`config.mk`:
```
export PLATFORM = sky130hd
export DESIGN_NAME = split_see_combiner
export DESIGN_NICKNAME = d
export VERILOG_FILES = /design/src/rtl/split_see_pkg.sv /design/src/rtl/half_merge.sv /design/src/rtl/half_pick.sv /design/src/rtl/split_see_combiner.sv
export SDC_FILE = /design/constraint.sdc
export NUM_CORES = 1
export LEC_CHECK = 0
export ABC_AREA = 1
export CAP_MARGIN = 20
export CORE_ASPECT_RATIO = 0.5
export CORE_MARGIN = 1.5
export CORE_UTILIZATION = 24
export CTS_CLUSTER_SIZE = 8
export DETAILED_ROUTE_END_ITERATION = 6
export DONT_BUFFER_PORTS = 1
export GPL_ROUTABILITY_DRIVEN = 0
export PLACE_DENSITY = 0.45
export SETUP_SLACK_MARGIN = 0.2
export SYNTH_ARGS = -nofsm -noshare
export SYNTH_HDL_FRONTEND = slang
export SYNTH_SLANG_ARGS = --single-unit
```
`constraint.sdc`:
```
create_clock -name clk -period 4.7 [get_ports clk]
set_input_delay 0.47 -clock clk [delete_from_list [all_inputs] [get_ports clk]]
set_output_delay 0.47 -clock clk [all_outputs]
set_load 0.01 [all_outputs]
```
`src/rtl/split_see_pkg.sv`:
```
package split_see_pkg;

  typedef enum logic [1:0] {
    MODE_AVG  = 2'b00,
    MODE_A    = 2'b01,
    MODE_B    = 2'b10
  } mode_e;

  function automatic int half_width(input int crs_w, input int fin_w, input int red_w);
    return crs_w + fin_w - red_w + 2;
  endfunction

endpackage

```
`src/rtl/half_merge.sv`:
```
module half_merge #(
  parameter int CRS_W = 9,
  parameter int FIN_W = 7,
  parameter int RED_W = 2,
  parameter int HW    = split_see_pkg::half_width(CRS_W, FIN_W, RED_W)
) (
  input  logic [CRS_W-1:0]     crs,
  input  logic [FIN_W-1:0]     fin,
  input  logic                 hit,
  output logic signed [HW-1:0] val,
  output logic                 rng,
  output logic                 bad
);
  localparam int SHIFT = FIN_W - RED_W;

  localparam logic signed [HW-1:0] OFS_V = {{(HW-SHIFT){1'b0}}, 1'b1, {(SHIFT-1){1'b0}}};

  logic signed [HW-1:0] up_part;
  logic signed [HW-1:0] lo_part;

  assign up_part = {{(HW-CRS_W-SHIFT){1'b0}}, crs, {SHIFT{1'b0}}};
  assign lo_part = {{(HW-FIN_W){1'b0}}, fin};
  assign val     = up_part + lo_part - OFS_V;

  assign rng = (fin == {FIN_W{1'b1}}) || (fin == {FIN_W{1'b0}});
  assign bad = hit | rng;

endmodule

```
`src/rtl/half_pick.sv`:
```
module half_pick
  import split_see_pkg::*;
#(
  parameter int HW = 16,
  parameter int OW = HW + 1
) (
  input  logic signed [HW-1:0] va,
  input  logic signed [HW-1:0] vb,
  input  logic                 bad_a,
  input  logic                 bad_b,
  input  logic [HW-1:0]        thr,
  output logic signed [OW-1:0] word,
  output mode_e                mode,
  output logic                 dbl,
  output logic                 mis
);
  logic signed [OW-1:0] ea;
  logic signed [OW-1:0] eb;
  logic signed [OW-1:0] sum;
  logic signed [OW-1:0] dif;
  logic        [OW-1:0] mag;
  logic                 wide;

  assign ea   = {va[HW-1], va};
  assign eb   = {vb[HW-1], vb};
  assign sum  = ea + eb;
  assign dif  = ea - eb;
  assign mag  = dif[OW-1] ? (-dif) : dif;
  assign wide = mag > {1'b0, thr};

  always_comb begin
    word = sum;
    mode = MODE_AVG;
    dbl  = 1'b0;
    mis  = 1'b0;
    unique case ({bad_a, bad_b})
      2'b00: mis = wide;
      2'b01: begin
        word = {va, 1'b0};
        mode = MODE_A;
      end
      2'b10: begin
        word = {vb, 1'b0};
        mode = MODE_B;
      end
      default: dbl = 1'b1;
    endcase
  end

endmodule

```
`src/rtl/split_see_combiner.sv`:
```
module split_see_combiner
  import split_see_pkg::*;
#(
  parameter int CRS_W = 9,
  parameter int FIN_W = 7,
  parameter int RED_W = 2,
  parameter int HW    = split_see_pkg::half_width(CRS_W, FIN_W, RED_W),
  parameter int OW    = HW + 1
) (
  input  logic                 clk,
  input  logic                 rst,
  input  logic                 in_vld,
  input  logic [CRS_W-1:0]     a_crs,
  input  logic [FIN_W-1:0]     a_fin,
  input  logic                 a_hit,
  input  logic [CRS_W-1:0]     b_crs,
  input  logic [FIN_W-1:0]     b_fin,
  input  logic                 b_hit,
  input  logic [HW-1:0]        diff_thr,
  output logic                 out_vld,
  output logic signed [OW-1:0] out_word,
  output logic [1:0]           out_mode,
  output logic                 out_rng_a,
  output logic                 out_rng_b,
  output logic                 out_dbl,
  output logic                 out_mis
);
  localparam int NH = 2;

  logic [CRS_W-1:0]     crs_v [NH];
  logic [FIN_W-1:0]     fin_v [NH];
  logic                 hit_v [NH];
  logic signed [HW-1:0] val_v [NH];
  logic                 rng_v [NH];
  logic                 bad_v [NH];

  assign crs_v[0] = a_crs;
  assign crs_v[1] = b_crs;
  assign fin_v[0] = a_fin;
  assign fin_v[1] = b_fin;
  assign hit_v[0] = a_hit;
  assign hit_v[1] = b_hit;

  for (genvar g = 0; g < NH; g++) begin : g_half
    half_merge #(
      .CRS_W(CRS_W),
      .FIN_W(FIN_W),
      .RED_W(RED_W),
      .HW   (HW)
    ) i_merge (
      .crs(crs_v[g]),
      .fin(fin_v[g]),
      .hit(hit_v[g]),
      .val(val_v[g]),
      .rng(rng_v[g]),
      .bad(bad_v[g])
    );
  end

  logic signed [OW-1:0] nx_word;
  mode_e                nx_mode;
  logic                 nx_dbl;
  logic                 nx_mis;

  half_pick #(
    .HW(HW),
    .OW(OW)
  ) i_pick (
    .va   (val_v[0]),
    .vb   (val_v[1]),
    .bad_a(bad_v[0]),
    .bad_b(bad_v[1]),
    .thr  (diff_thr),
    .word (nx_word),
    .mode (nx_mode),
    .dbl  (nx_dbl),
    .mis  (nx_mis)
  );

  always_ff @(posedge clk) begin
    if (rst) begin
      out_vld   <= 1'b0;
      out_word  <= '0;
      out_mode  <= MODE_AVG;
      out_rng_a <= 1'b0;
      out_rng_b <= 1'b0;
      out_dbl   <= 1'b0;
      out_mis   <= 1'b0;
    end else begin
      out_vld <= in_vld;
      if (in_vld) begin
        out_word  <= nx_word;
        out_mode  <= nx_mode;
        out_rng_a <= rng_v[0];
        out_rng_b <= rng_v[1];
        out_dbl   <= nx_dbl;
        out_mis   <= nx_mis;
      end
    end
  end

endmodule

```
After elaboration in Yosys (flattened, before gate mapping)
Index checks and enable logic that the tools add are counted.
{"block": "word_totals", "ff_bits": 24, "latch_bits": 0, "mem_bits_rw": 0, "mem_bits_ro": 0, "inputBits": 53, "out_inout_bits": 24, "wordCells": 32, "memories": 0}
{"block": "classes", "n_addsub": 7, "multipliers": 0, "div": 0, "magnitude_cmp": 1, "eq_ne": 4, "shifts": 0, "mux": 5, "n_bitwise": 2, "reduce_logical": 6}
{"cell": "case mux 17 bit (2 select lines)", "count": 1}
{"cell": "subtractor 15 x 5 -> 16 bit, second input constant", "count": 2}
{"cell": "adder 14 x 7 -> 15 bit", "count": 2}
{"cell": "adder 16 x 16 -> 17 bit", "count": 1}
{"cell": "> comparator 17 x 16 -> 1 bit", "count": 1}
{"cell": "2-to-1 mux 17 bit", "count": 1}
{"cell": "negator 17 bit", "count": 1}
{"cell": "subtractor 16 x 16 -> 17 bit", "count": 1}
{"cell": "== test 7 bit, second input constant", "count": 2}
{"cell": "zero test 7 bit", "count": 2}
{"cell": "case mux 2 bit (2 select lines)", "count": 1}
{"cell": "OR reduction 3 bit", "count": 1}
{"cell": "== test 2 x 1 -> 1 bit, second input constant", "count": 1}
{"cell": "== test 2 bit, second input constant", "count": 1}
{"cell": "zero test 2 bit", "count": 1}
{"cell": "logical OR 1 bit", "count": 2}
{"cell": "2-to-1 mux 1 bit", "count": 2}
{"cell": "OR 1 bit", "count": 2}

Logic depth before layout (Yosys ltp)
Gate-level depths: netlist of run 1.
{"block": "depth", "depth_word": 7, "depth_mapped": 44}

Modules after synthesis
From an unflattened synthesis of run 1, not the netlist that was laid out.
{"block": "unflattened", "hier_cells": 921, "area_unflattened_um2": 5320.1}
{"module": "half_pick", "n_inst": 1, "cells_per_inst": 546, "area_each_um2": 3070.4, "seq_area_each_um2": 0.0}
{"module": "half_merge", "n_inst": 2, "cells_per_inst": 113, "area_each_um2": 631.9, "seq_area_each_um2": 0.0}
{"module": "split_see_combiner", "n_inst": 1, "cells_per_inst": 149, "area_each_um2": 985.9, "seq_area_each_um2": 480.5}

Worst setup path after synthesis of run 1
OpenSTA, ideal clock, no wires.
{"block": "synth_timing", "kind": "input -> register", "startpoint": "in b_fin[5]", "endpoint": "reg out_mis", "arrival_ps": 4607, "required_time_ps": 4569, "path_slack_ps": -38, "path_stages": 41, "n_path_buf": 2, "path_cell_list": "inv_1 -> ha_1 -> inv_1 -> ha_1 -> fa_1 -> nand3_1 -> nand3_1 -> nand2_1 -> nand2_1 -> a21oi_1 -> nand2_1 -> nand2_1 -> inv_1 -> ha_1 -> buf_4 -> inv_1 -> a21oi_1 -> o21ai_0 -> (+5 left out) -> nand2_2 -> xor2_1 -> inv_1 -> ha_1 -> nand2_1 -> nor2_1 -> nor3b_1 -> nand2_1 -> nand2_1 -> nand2_1 -> nand2_1 -> nand2_1 -> nand2_1 -> nand2_1 -> nand2_1 -> nand2_1 -> nand2_1 -> a21oi_2"}
{"block": "synth_between", "elab_chain_len": 7, "elab_cells_between_ends": 12}
{"element": "start, declared", "line_no": "split_see_combiner.sv:17", "text": "input logic [FIN_W-1:0] b_fin,"}
{"element": "adder 14 x 7 -> 15 bit", "line_no": "half_merge.sv:23", "text": "assign val = up_part + lo_part - OFS_V;"}
{"element": "subtractor 15 x 5 -> 16 bit", "line_no": "half_merge.sv:23"}
{"element": "subtractor 16 x 16 -> 17 bit", "line_no": "half_pick.sv:27", "text": "assign dif = ea - eb;"}
{"element": "negator 17 bit", "line_no": "half_pick.sv:28", "text": "assign mag = dif[OW-1] ? (-dif) : dif;"}
{"element": "2-to-1 mux 17 bit", "line_no": "half_pick.sv:28"}
{"element": "> comparator 17 x 16 -> 1 bit", "line_no": "half_pick.sv:29", "text": "assign wide = mag > {1'b0, thr};"}
{"element": "2-to-1 mux 1 bit *", "line_no": "half_pick.sv:36", "text": "unique case ({bad_a, bad_b})"}
{"element": "end signal, assigned", "line_no": "split_see_combiner.sv:97", "text": "out_mis <= nx_mis;"}
{"element": "end, declared", "line_no": "split_see_combiner.sv:26", "text": "output logic out_mis"}
Mark *: on every way between the ends. The rest lies on a longest branch, timed or not.
A chain may end at the register's enable or synchronous reset.

Final worst setup path of run 1
{"block": "layout_timing", "startpoint": "in b_fin[6]", "endpoint": "reg out_mis"}
Same word-level chain as after synthesis.

==> results of run 1 <==
## path summary, 6_finish.rpt
path | startpoint | end | slack, ps | cells past startpoint
worst min-delay path | rst | out_mis$_SDFFE_PP0P_ | 260 | 1
worst max register to register | out_mis$_SDFFE_PP0P_ | out_mis$_SDFFE_PP0P_ | 3810 | 2
worst min register to register | out_word[13]$_SDFFE_PP0P_ | out_word[13]$_SDFFE_PP0P_ | 510 | 2
worst max-delay path | b_fin[6] | out_mis$_SDFFE_PP0P_ | 190 | 31
## stage by stage
stage               utilization  setup slack [ps]  hold WS, ps  instance area [µm²]  std cells
floorplan                     -               119          490                 5050        817
detailed placement        0.303              -277          500                 6000       1161
global placement          0.303              -280          500                 6000       1161
CTS                       0.320               179          251                 6340       1169
finish                    0.333               188          255                 6610       1172
global route              0.333              -113          250                 6610       1172
## sequential cells by signal, summed over array words and instances, names as in the netlist
register	count
out_rng_b	1
out_rng_a	1
out_word	17
out_vld	1
out_dbl	1
out_mis	1
out_mode	2
## power groups by stage
| stage | Sequential, W | Combinational [W] | Clock (W) |
|---|---|---|---|
| final | 0.000252 | 0.00215 | 0.000260 |
| after global routing | 0.000254 | 0.00241 | 0.000267 |
| after CTS | 0.000253 | 0.00198 | 0.000260 |
| after detailed placement | 0.000258 | 0.00188 | 0 |
| after global placement | 0.000258 | 0.00186 | 0 |
| after floorplan | 0.000249 | 0.00122 | 0 |
## cell usage in the layout (no fill, tap or decap), types with 3 or more instances in the layout
master and instances:
sky130_fd_sc_hd__a21o_1 3, sky130_fd_sc_hd__o21ai_0 37, sky130_fd_sc_hd__inv_2 13, sky130_fd_sc_hd__nand3_2 10, sky130_fd_sc_hd__or2_2 5, sky130_fd_sc_hd__a21oi_1 56, sky130_fd_sc_hd__nor2_2 15, sky130_fd_sc_hd__o22ai_1 3
sky130_fd_sc_hd__dfxtp_1 24, sky130_fd_sc_hd__nand2_2 24, sky130_fd_sc_hd__o21ai_2 3, sky130_fd_sc_hd__ha_4 15, sky130_fd_sc_hd__inv_4 4, sky130_fd_sc_hd__nor4_1 4, sky130_fd_sc_hd__xor2_2 5, sky130_fd_sc_hd__o21ai_1 3
sky130_fd_sc_hd__nor3_1 8, sky130_fd_sc_hd__nor2_4 6, sky130_fd_sc_hd__a21oi_2 10, sky130_fd_sc_hd__nand4_1 15, sky130_fd_sc_hd__xnor2_1 4, sky130_fd_sc_hd__nand2_1 167, sky130_fd_sc_hd__o21bai_1 4, sky130_fd_sc_hd__a21oi_4 4
sky130_fd_sc_hd__clkinv_1 3, sky130_fd_sc_hd__nand3_1 51, sky130_fd_sc_hd__xnor2_2 3, sky130_fd_sc_hd__xor2_1 16, sky130_fd_sc_hd__inv_1 137, sky130_fd_sc_hd__clkbuf_16 3, sky130_fd_sc_hd__ha_1 62, sky130_fd_sc_hd__o211ai_1 5
sky130_fd_sc_hd__buf_4 101, sky130_fd_sc_hd__nor2_1 44, sky130_fd_sc_hd__nand2_4 3
## final cells by class
cell class                 count  area, µm²  area share
tap                          266        333      0.0504
sequential                    24        480      0.0727
inverter                     160        627      0.0949
clock buffer                   3       75.1      0.0114
timing repair buffer         103        781       0.118
clock inverter                 1       30.0     0.00455
multi-input combinational    615       4280       0.648
## logic make-up after synthesis
kind of cell    after synthesis
xor+xnor                     29
flops                        24
fa+ha+maj                    82
compound gates              142
simple gates                362
buf+inv                     178
## critical path, delay by kind of cell
kind                       cells  cell delay (ps)
buffers and inverters          8              760
adders and majority gates      4             1250
xor gates and xnor gates       1              170
AOI/OAI and AO/OA              4              470
and+or+nand+nor               14             1530
## timing repair
item | CTS | global route
pin swaps | 28 | 42
setup buffers | 4 | 3
endpoints found under the setup margin | 1 | 1
resized for setup | 46 | 54
## per-layer routing
metal / share of wire / track usage
met5: 0 / 0
met4: 0.012 / 0.0311
met3: 0.043 / 0.0226
met2: 0.41 / 0.228
met1: 0.53 / 0.228
==> impl_summary.md, run 1 <==
Floorplan
The die outline area is 21500 µm². The area of the core is 19800 µm². The number of rows in the core area is 36. The die boundary width is 206 µm.

The total I/O pin count is 77. The initial utilization of the core area, before any placement, comes to 0.250. The die extent in y is 105 µm.

Route
The routed length per instance is 14.2 µm. Dividing the detail-routed via count by the number of cells gives 4.56. The detail route stage leaves a number of antenna-violating nets equal to 0. For this block, the routed nets add up to 16.6 mm of wire. In this run, the number of DRC markers left after iteration 0 of detailed routing was 300. The number of vias in the routed layout is 5345. The number of iterations in the first detailed-routing pass is 5. For this run, design rule violations remaining after detail routing come to 0.

Clocking
TritonCTS built the clock tree. The depth of the CTS H-tree is 1. Clock latency on the worst-skew pair, taken at its later pin, is 270 ps.

The number of clock buffers inserted by TritonCTS is 3. The library cell used as clock root buffer is sky130_fd_sc_hd__clkbuf_16. The clock input transition at the sequential cells of the worst setup and hold paths is 80 ps.

After clock tree synthesis, the flow added hold-fix buffers numbering 0. The maximum buffer depth of the clock tree is 2. Clock tree synthesis found a total of 24 sinks.

Job
The number of maximum-capacitance constraint violations is 0.

Global route
The global-route wire length before repair is 26.3 mm. The total overflow reported by the global router is 0. Entering global routing, the biggest net connects 27 pins. The via count of the first global-routing pass came to 5137. The initial antenna violation count came to 0. The total routing usage reported by global routing is 0.153.

Synthesis
The total nets after synthesis is 952. The adder-cell share of the synthesized area is 0.214. The number of unique standard cell types used by synthesis is 47. The number of instances in the synthesized netlist is 817. The post-synthesis cell area is 4950 µm². Of the total synthesized cell area, the portion taken by XOR and XNOR cells is 0.0559. The portion of synthesized cell area occupied by the leading cell type is 0.197.

The post-synthesis mux area share is 0. The proportion of register bits with asynchronous set or reset after synthesis is 0. A synthesized cell averages 6.05 µm². The most used flip-flop cell after synthesis is sky130_fd_sc_hd__dfxtp_1.

The flop and latch count out of synthesis is 24. The Yosys step of the flow raised 0 warnings. For this run, the register share of the synthesized area comes to 0.0971.

The largest area contributor in the netlist is sky130_fd_sc_hd__ha_1. By count the netlist is led by 184 x sky130_fd_sc_hd__nand2_1, 152 x sky130_fd_sc_hd__inv_1, 78 x sky130_fd_sc_hd__ha_1. In the post-synthesis netlist, the cell with the most instances is sky130_fd_sc_hd__nand2_1. By area, the combinational part of the netlist is dominated by simple AND/OR/NAND/NOR gates. Ranked by total cell area, the synthesized netlist is headed by sky130_fd_sc_hd__ha_1 20%, sky130_fd_sc_hd__nand2_1 14%, sky130_fd_sc_hd__inv_1 12%, sky130_fd_sc_hd__dfxtp_1 9.7%, sky130_fd_sc_hd__a21oi_1 6.9%. Of the total synthesized cell area, the portion taken by AND, OR, NAND and NOR gates is 0.329.

The compound-cell area share of the yosys netlist is 0.161. Counting flops with a built-in enable in the synthesized netlist gives 0.

Worst setup path
The start-to-end type of the worst setup path is in2reg. The required arrival time at the worst endpoint is 4870 ps. The worst path arrival time is 4680 ps.

The slowest cell on the critical path is sky130_fd_sc_hd__fa_2. The delay of the slowest cell on the worst path is 370 ps. The cell repeated most along the worst path is sky130_fd_sc_hd__nand2_1. The worst setup path is captured at a register.

Along the worst path, the maximum fanout reaches 8. The startpoint kind of the worst setup timing path is an input pin.

Power and ir drop
The design draws 0.00266 W. In this run the static leakage power is 3.38 nW. Of the total power, the share spent switching nets is 0.483.

The relative contribution of sequential cells to total power is 0.095. The share of total power dissipated in the clock network is 0.098. The net switching component of the power is 0.00128 W. Dividing total power by cell area gives a power density of 403 nW/µm². The internal portion of the total power is 0.00137 W. Of the total power, combinational logic draws 0.807. The worst supply voltage drop on vdd is 126 µV.

Timing
Headroom to the max-slew limit came out at 0.448. Between clock sinks in the finished design, the worst skew comes to 0 ps. Setup repair after global routing could not meet its margin everywhere. The total count of max-transition violations in the final report is 0. The fraction of the cycle the final worst path needs is 0.960. Setup violations remaining at the end of the flow were counted as 0. The post-route setup TNS is 0 ps. For this run, the top clock speed supported by timing is 222 MHz. The final number of hold-violating endpoints came to 0. The final critical delay including setup and external delays is 4510 ps. The transition at the pin with the smallest max-transition slack is 827 ps.

Status
The flow ran to the end, and the final reports show no timing, DRC or antenna violations.

Worst hold path
The path class of the tightest hold or removal check is in2reg.

Placement
Port buffering added 0 buffers. The detailed-placement wirelength estimate is 14.4 mm.

Finish
Fill cells in the final layout number 2223. The final layout contains 1042 nets. The fraction of layout instances using a drive strength above 1 is 0.270. The repair_antennas step left the layout with diodes totalling 0. From synthesis to final layout, the design area changed by 33.5%.
Note: power is estimated with default switching activity, not from simulation.
==> inputs of run 2 (changes only) <==
--- a/config.mk
+++ b/config.mk
@@ -6,16 +6,16 @@
 export NUM_CORES = 1
 export LEC_CHECK = 0
 export ABC_AREA = 1
+export BUFFER_PORTS_ARGS = -buffer_cell sky130_fd_sc_hd__buf_2
 export CAP_MARGIN = 20
 export CORE_ASPECT_RATIO = 0.5
 export CORE_MARGIN = 1.5
 export CORE_UTILIZATION = 24
 export CTS_CLUSTER_SIZE = 8
 export DETAILED_ROUTE_END_ITERATION = 6
-export DONT_BUFFER_PORTS = 1
 export GPL_ROUTABILITY_DRIVEN = 0
-export PLACE_DENSITY = 0.45
-export SETUP_SLACK_MARGIN = 0.2
+export PLACE_DENSITY = 0.49
+export SETUP_SLACK_MARGIN = 0.4
 export SYNTH_ARGS = -nofsm -noshare
 export SYNTH_HDL_FRONTEND = slang
 export SYNTH_SLANG_ARGS = --single-unit
==> constraint.sdc (replaced) <==
create_clock -name clk -period 4.7 [get_ports clk]
set_input_delay 0.94 -clock clk [delete_from_list [all_inputs] [get_ports clk]]
set_output_delay 0.94 -clock clk [all_outputs]
set_load 0.01 [all_outputs]
==> run 2 against run 1 <==
The flow now finishes with violations (negative setup slack). Worst hold slack gained 210 ps. Register-to-register slack gained 90 ps. Setup slack lost 500 ps. Global-route usage grew 0.46 points. Sequential share of layout area shrank 0.50 points. Core utilization grew 2.4 points. Count of clock-buffer cells in the layout is the same. Clock power is essentially flat. Final cell count grew 8.4%. Clock skew is the same. Sequential cell count is the same. Wire length grew 2.0%. Critical path type unchanged.
==> impl_summary.md, run 2 (synthesized netlist as in run 1, its figures left out) <==
Timing
The total count of max-transition violations in the final report is 0. The worst clock skew is 0 ps. The minimum setup slack in the final design is -317 ps. The maximum frequency from static timing analysis is 199 MHz. The fraction of the cycle the final worst path needs is 1.07.

Hold timing on the final database bottoms out at a slack of 468 ps. For the final routed database, the setup TNS stands at -317 ps. The transition at the pin with the smallest max-transition slack is 865 ps. The remaining max-slew budget at the tightest pin is 0.423. The final number of hold-violating endpoints came to 0. Setup repair after global routing could not meet its margin everywhere.

For the finished layout, the period the worst path requires is 5020 ps. The total setup violations reported at the end of the flow is 1.

Route
For this block, the routed nets add up to 17.0 mm of wire. Dividing the detail-routed via count by the number of cells gives 4.51. The routed length per instance is 13.3 µm. The number of iterations in the first detailed-routing pass is 5. The number of vias in the routed layout is 5738. The DRC marker count from the first detailed-route iteration is 363. The post-detailed-route DRC marker count is 0. The detail route stage leaves a number of antenna-violating nets equal to 0.

Worst setup path
The worst setup path is launched from an input pin. The number of cells on the worst reg-to-reg path is 2. The slowest cell on the critical path is sky130_fd_sc_hd__fa_2.

The worst setup path is captured at a register. At the worst endpoint, the required time is 4850 ps. In this design, the critical path's most frequently occurring cell is sky130_fd_sc_hd__nand2_1. The largest single stage delay on the critical path is 360 ps. The critical path ends at out_mis$_SDFFE_PP0P_. The worst setup path startpoint is b_fin[5]. Data arrives at the worst endpoint at 5160 ps. The slack of the worst reg-to-reg path is 3900 ps. The start-to-end type of the worst setup path is in2reg. In this run the worst path has a maximum fanout of 7. The worst register-to-register path ends at out_mis$_SDFFE_PP0P_. The reg-to-reg critical path startpoint is out_mis$_SDFFE_PP0P_.

Clocking
The cell sitting at the root of the clock tree is a sky130_fd_sc_hd__clkbuf_16. Buffers inserted during clock tree synthesis total 3. The clock passes through at most 2 buffers. The worst-skew pair later-pin latency is 270 ps. The tree built by TritonCTS fans out to 24 sinks. Hold repair after CTS inserted 0 buffers. Clock-pin slew was measured on the worst setup and hold paths at 70 ps. In this run the number of H-tree levels came out at 1. TritonCTS built the clock tree.

Finish
The post-route cell area is 7090 µm². The library cells used most frequently in the layout, excluding fill and tap cells, are 172 x sky130_fd_sc_hd__nand2_1, 139 x sky130_fd_sc_hd__inv_1, 125 x sky130_fd_sc_hd__buf_4. The number of nets at the end of the flow is 1141.

The register with the most flip-flops in the layout has 17 of them. The area overhead of the layout relative to synthesis is 43.3%. 0 antenna diodes ended up in the layout. The largest registers in the layout are out_word x17, out_mode x2. The most common cell after layout, fill and taps aside is sky130_fd_sc_hd__nand2_1.

The fraction of layout instances using a drive strength above 1 is 0.323. The register name with the most flops is out_word.

Status
The checks that failed: negative setup slack. The run finished, with violations left.

Power and ir drop
The power per cell area is 382 nW/µm². Total power for the finished layout comes to 0.00271 W. The analysis attributes to cell leakage a power of 3.80 nW. The worst supply voltage drop on vdd is 178 µV.

Floorplan
The die boundary width is 206 µm. The floorplan has 36 rows. The core region is 19800 µm². The total I/O pin count is 77. The die covers 21500 µm².

The starting density of the core is 0.250. The die extent in y is 105 µm.

Global route
The global-route wire length before repair is 27.3 mm. The via count of the first global-routing pass was 5520. In the global route stage, overall resource usage came out at 0.157. The initial antenna violation count is 1.

The total overflow left after global routing is 0. Entering global routing, the biggest net connects 27 pins.

Job
The number of maximum-capacitance constraint violations is 0.

Placement
The post-placement cell area is 6570 µm². Before CTS, the worst setup slack after placement is -899 ps. The port buffer count is 76. Detailed placement ended at an HPWL of 14.3 mm.

Worst hold path
The worst hold path belongs to the class reg2reg.
run 2: worst min path at each step:
stage / startpoint / end / slack [ps] / cells past startpoint
2_1_floorplan: out_word[0]$_SDFFE_PP0P_ / out_word[0]$_SDFFE_PP0P_ / 490 / 2
3_3_place_gp: out_word[10]$_SDFFE_PP0P_ / out_word[10]$_SDFFE_PP0P_ / 450 / 2
3_5_place_dp: out_word[13]$_SDFFE_PP0P_ / out_word[13]$_SDFFE_PP0P_ / 460 / 2
4_1_cts: out_word[13]$_SDFFE_PP0P_ / out_word[13]$_SDFFE_PP0P_ / 470 / 2
5_1_grt: out_word[13]$_SDFFE_PP0P_ / out_word[13]$_SDFFE_PP0P_ / 490 / 2
6_report: out_word[14]$_SDFFE_PP0P_ / out_word[14]$_SDFFE_PP0P_ / 470 / 2
run 2: report_power, final:
part / internal [W] / switching, W
clock network: 0.000170 / 0.0000898
logic: 0.00101 / 0.00120
registers: 0.000225 / 0.0000125
run 2: final cells by class:
class                      instances  area [µm²]
tap                              266         333
clock inverter                     1        30.0
fill                            2201       12700
timing repair buffer             202        1350
clock buffer                       3        75.1
sequential                        24         480
multi-input combinational        615        4200
inverter                         160         623
run 2: stage by stage:
stage | utilization | cells
finish | 0.358 | 1271
CTS | 0.353 | 1271
global route | 0.358 | 1271
global placement | 0.332 | 1263
floorplan | - | 817
detailed placement | 0.332 | 1263
run 2: worst max-delay path: cells and delay by family:
| family | cells | cell delay [ps] |
|---|---|---|
| simple gates | 23 | 1800 |
| fa+ha+maj | 5 | 1320 |
| compound gates | 5 | 600 |
| buf+inv | 6 | 330 |
| xor+xnor | 1 | 170 |
run 2: layer usage:
layer,share of wire,track usage,vias up,routed length (µm)
met5,0,0,-,0
met4,0.0028,0.0140,0,47
met3,0.047,0.0175,2,797
met2,0.41,0.241,118,7010
met1,0.54,0.240,2614,9110
li1,-,-,3004,-
run 2: timing repair:
item | CTS | global route
gates cloned | 0 | 0
setup buffers | 4 | 0
gates resized for setup | 59 | 20
endpoints found under the setup margin | 1 | 1
endpoints found under the hold margin | 0 | 0
pin swaps | 45 | 18
==> inputs of run 3 (changes only) <==
--- a/config.mk
+++ b/config.mk
@@ -14,7 +14,7 @@
 export CTS_CLUSTER_SIZE = 8
 export DETAILED_ROUTE_END_ITERATION = 6
 export GPL_ROUTABILITY_DRIVEN = 0
-export PLACE_DENSITY = 0.49
+export PLACE_DENSITY = 0.47
 export SETUP_SLACK_MARGIN = 0.4
 export SYNTH_ARGS = -nofsm -noshare
 export SYNTH_HDL_FRONTEND = slang
==> constraint.sdc (replaced) <==
create_clock -name clk -period 6.3 [get_ports clk]
set_input_delay 1.26 -clock clk [delete_from_list [all_inputs] [get_ports clk]]
set_output_delay 1.26 -clock clk [all_outputs]
set_load 0.01 [all_outputs]
==> run 3 against run 2 <==
The flow now finishes without violations. Count of clock-buffer cells in the layout unchanged. First-iteration DRC count decreased by 15%. Non-clock buffer count decreased by 112. Clock skew unchanged.
==> impl_summary.md, run 3 (synthesized netlist as in run 1, its figures left out) <==
Timing
After layout, the minimum clock period comes to 5500 ps. In the finished design, the share of the clock period the worst path needs comes to 0.873. The post-route setup TNS is 0 ps. The worst clock skew is 0 ps. The final number of hold-violating endpoints is 0. Setup violations remaining at the end of the flow were counted as 0. The total count of max-transition violations in the final report was 0. The transition at the pin with the smallest max-transition slack is 847 ps. Based on the critical path, the design can be clocked at up to 182 MHz. Setup repair after global routing left no endpoint under its margin.

The remaining max-slew budget at the tightest pin is 0.435.

Route
The routed length per instance is 14.1 µm. The number of nets with antenna violations after detailed routing is 0. The detailed router placed 5286 vias in this run. The pre-antenna-repair detailed-routing pass consisted of 5 iterations. The detailed router finished its first iteration with 309 violations.

The routed wire length is 16.3 mm. The routed via count divided by cell count is 4.56. The post-detailed-route DRC marker count is 0.

Worst setup path
The cell repeated most along the worst path is sky130_fd_sc_hd__nand2_1. The slowest stage of the critical path belongs to the cell sky130_fd_sc_hd__fa_2. The start-to-end type of the worst setup path is in2reg.

The maximum fanout along the worst path is 8. At the worst endpoint, the required time is 6450 ps. The worst setup path is launched from an input pin. The worst path arrival time is 5650 ps. The delay of the slowest cell on the worst path is 360 ps. STA classifies the critical path endpoint as a register.

Global route
Entering global routing, the biggest net connects 27 pins. The first global-routing pass estimated 26.3 mm of wire. The total routing usage reported by global routing is 0.152. The total overflow reported by the global router is 0.

The via count of the first global-routing pass is 4974. The initial antenna violation count is 0.

Power and ir drop
In this run the power density over the cells is 278 nW/µm². Summed over all cells, the static leakage comes to 3.25 nW. IR analysis of the VDD net gives a maximum drop of 91.3 µV.

Floorplan
The floorplan step defined a die boundary enclosing 21500 µm². The initialized floorplan defines 36 standard-cell rows. The starting density of the core is 0.250. After floorplanning, the core was sized to cover 19800 µm². Pin placement for this block handled 77 I/O pins.

The die extent in y is 105 µm. The die boundary width is 206 µm.

Clocking
The clock tree from TritonCTS is built. The root buffer cell chosen for the clock tree is sky130_fd_sc_hd__clkbuf_16. The maximum buffer depth of the clock tree is 2. The depth of the CTS H-tree is 1. The clock input transition at the sequential cells of the worst setup and hold paths is 80 ps.

The clock net in this run drives a total of 24 sinks. The worst-skew pair later-pin latency is 270 ps. TritonCTS created 3 clock buffers. In this run, post-CTS hold repair placed 0 buffers.

Finish
Once layout is done, the placed cells without fillers occupy 6070 µm². The fraction of layout instances using a drive strength above 1 is 0.207. Relative to the synthesized area, the layout overhead comes to 22.8%. The largest registers in the layout are out_word x17, out_mode x2. The antenna cell count is 0.

The number of flip-flops in the largest register is 17. The most common cell after layout, fill and taps aside is sky130_fd_sc_hd__nand2_1. In the layout the commonest cells are 177 x sky130_fd_sc_hd__nand2_1, 151 x sky130_fd_sc_hd__inv_1, 76 x sky130_fd_sc_hd__buf_2.

The net count of the finished layout is 1029. out_word holds more flip-flops than any other register. The total of fill cells in the finished design is 2278.

Placement
The detailed-placement wirelength estimate is 13.9 mm. The post-placement cell area is 5640 µm². In this run the tool buffered the top-level ports with 76 buffer cells.

Job
The number of maximum-capacitance constraint violations is 0.

Worst hold path
The worst hold path belongs to the class reg2reg.

Status
The flow ran to the end, and the final reports show no timing, DRC or antenna violations.
[run 3: cell types whose count changed in the layout (fill, tap and decap cells not counted), sizes merged]
| cell | delta |
|---|---|
| buf | -112 |
[run 3: final timing paths]
kind | startpoint | end | slack, ps | cells past startpoint
setup / recovery | b_fin[5] | out_mis$_SDFFE_PP0P_ | 800 | 33
hold / removal | out_word[10]$_SDFFE_PP0P_ | out_word[10]$_SDFFE_PP0P_ | 470 | 2
setup reg to reg | out_mis$_SDFFE_PP0P_ | out_mis$_SDFFE_PP0P_ | 5500 | 2
hold reg to reg | out_word[10]$_SDFFE_PP0P_ | out_word[10]$_SDFFE_PP0P_ | 470 | 2
[run 3: repair_timing]
action,4_1_cts,5_1_grt
buffers inserted,0,2
setup endpoints to repair,1,1
resized for setup,2,65
pin swaps,0,15
[run 3: worst max-delay path: cells and delay by family]
kind            cells  cell delay, ps
simple gates       18            2060
fa+ha+maj           5            1290
buf+inv             6             530
compound gates      3             360
xor+xnor            1             140
[run 3: layout make-up]
| cell class | count | area (µm²) | share of cell area |
|---|---|---|---|
| timing repair buffer | 90 | 485 | 0.0800 |
| clock buffer | 3 | 75.1 | 0.0124 |
| sequential | 24 | 480 | 0.0791 |
| inverter | 160 | 611 | 0.101 |
| tap | 266 | 333 | 0.0548 |
| clock inverter | 1 | 30.0 | 0.00495 |
| multi-input combinational | 615 | 4060 | 0.668 |
[run 3: power breakdown]
group | total [W] | internal [W] | switching, W
sequential | 0.000176 | 0.000168 | 0.00000878
clock | 0.000192 | 0.000127 | 0.0000649
combinational | 0.00132 | 0.000505 | 0.000812
[run 3: through the flow]
step	utilization	setup slack, ps	std cells	hold WS, ps	power (W)
2_1_floorplan	-	772	817	490	0.00108
6_report	0.306	803	1159	465	0.00169
4_1_cts	0.291	459	1157	467	0.00158
3_3_place_gp	0.285	56.6	1153	454	0.00138
5_1_grt	0.306	374	1159	496	0.00188
3_5_place_dp	0.285	75.6	1153	457	0.00139
[run 3: routing by layer]
layer,up-vias,track usage,wire (µm)
met5,-,0,0
met4,0,0.0202,93
met3,6,0.0119,683
met2,102,0.213,6500
met1,2403,0.249,9030
li1,2775,-,-
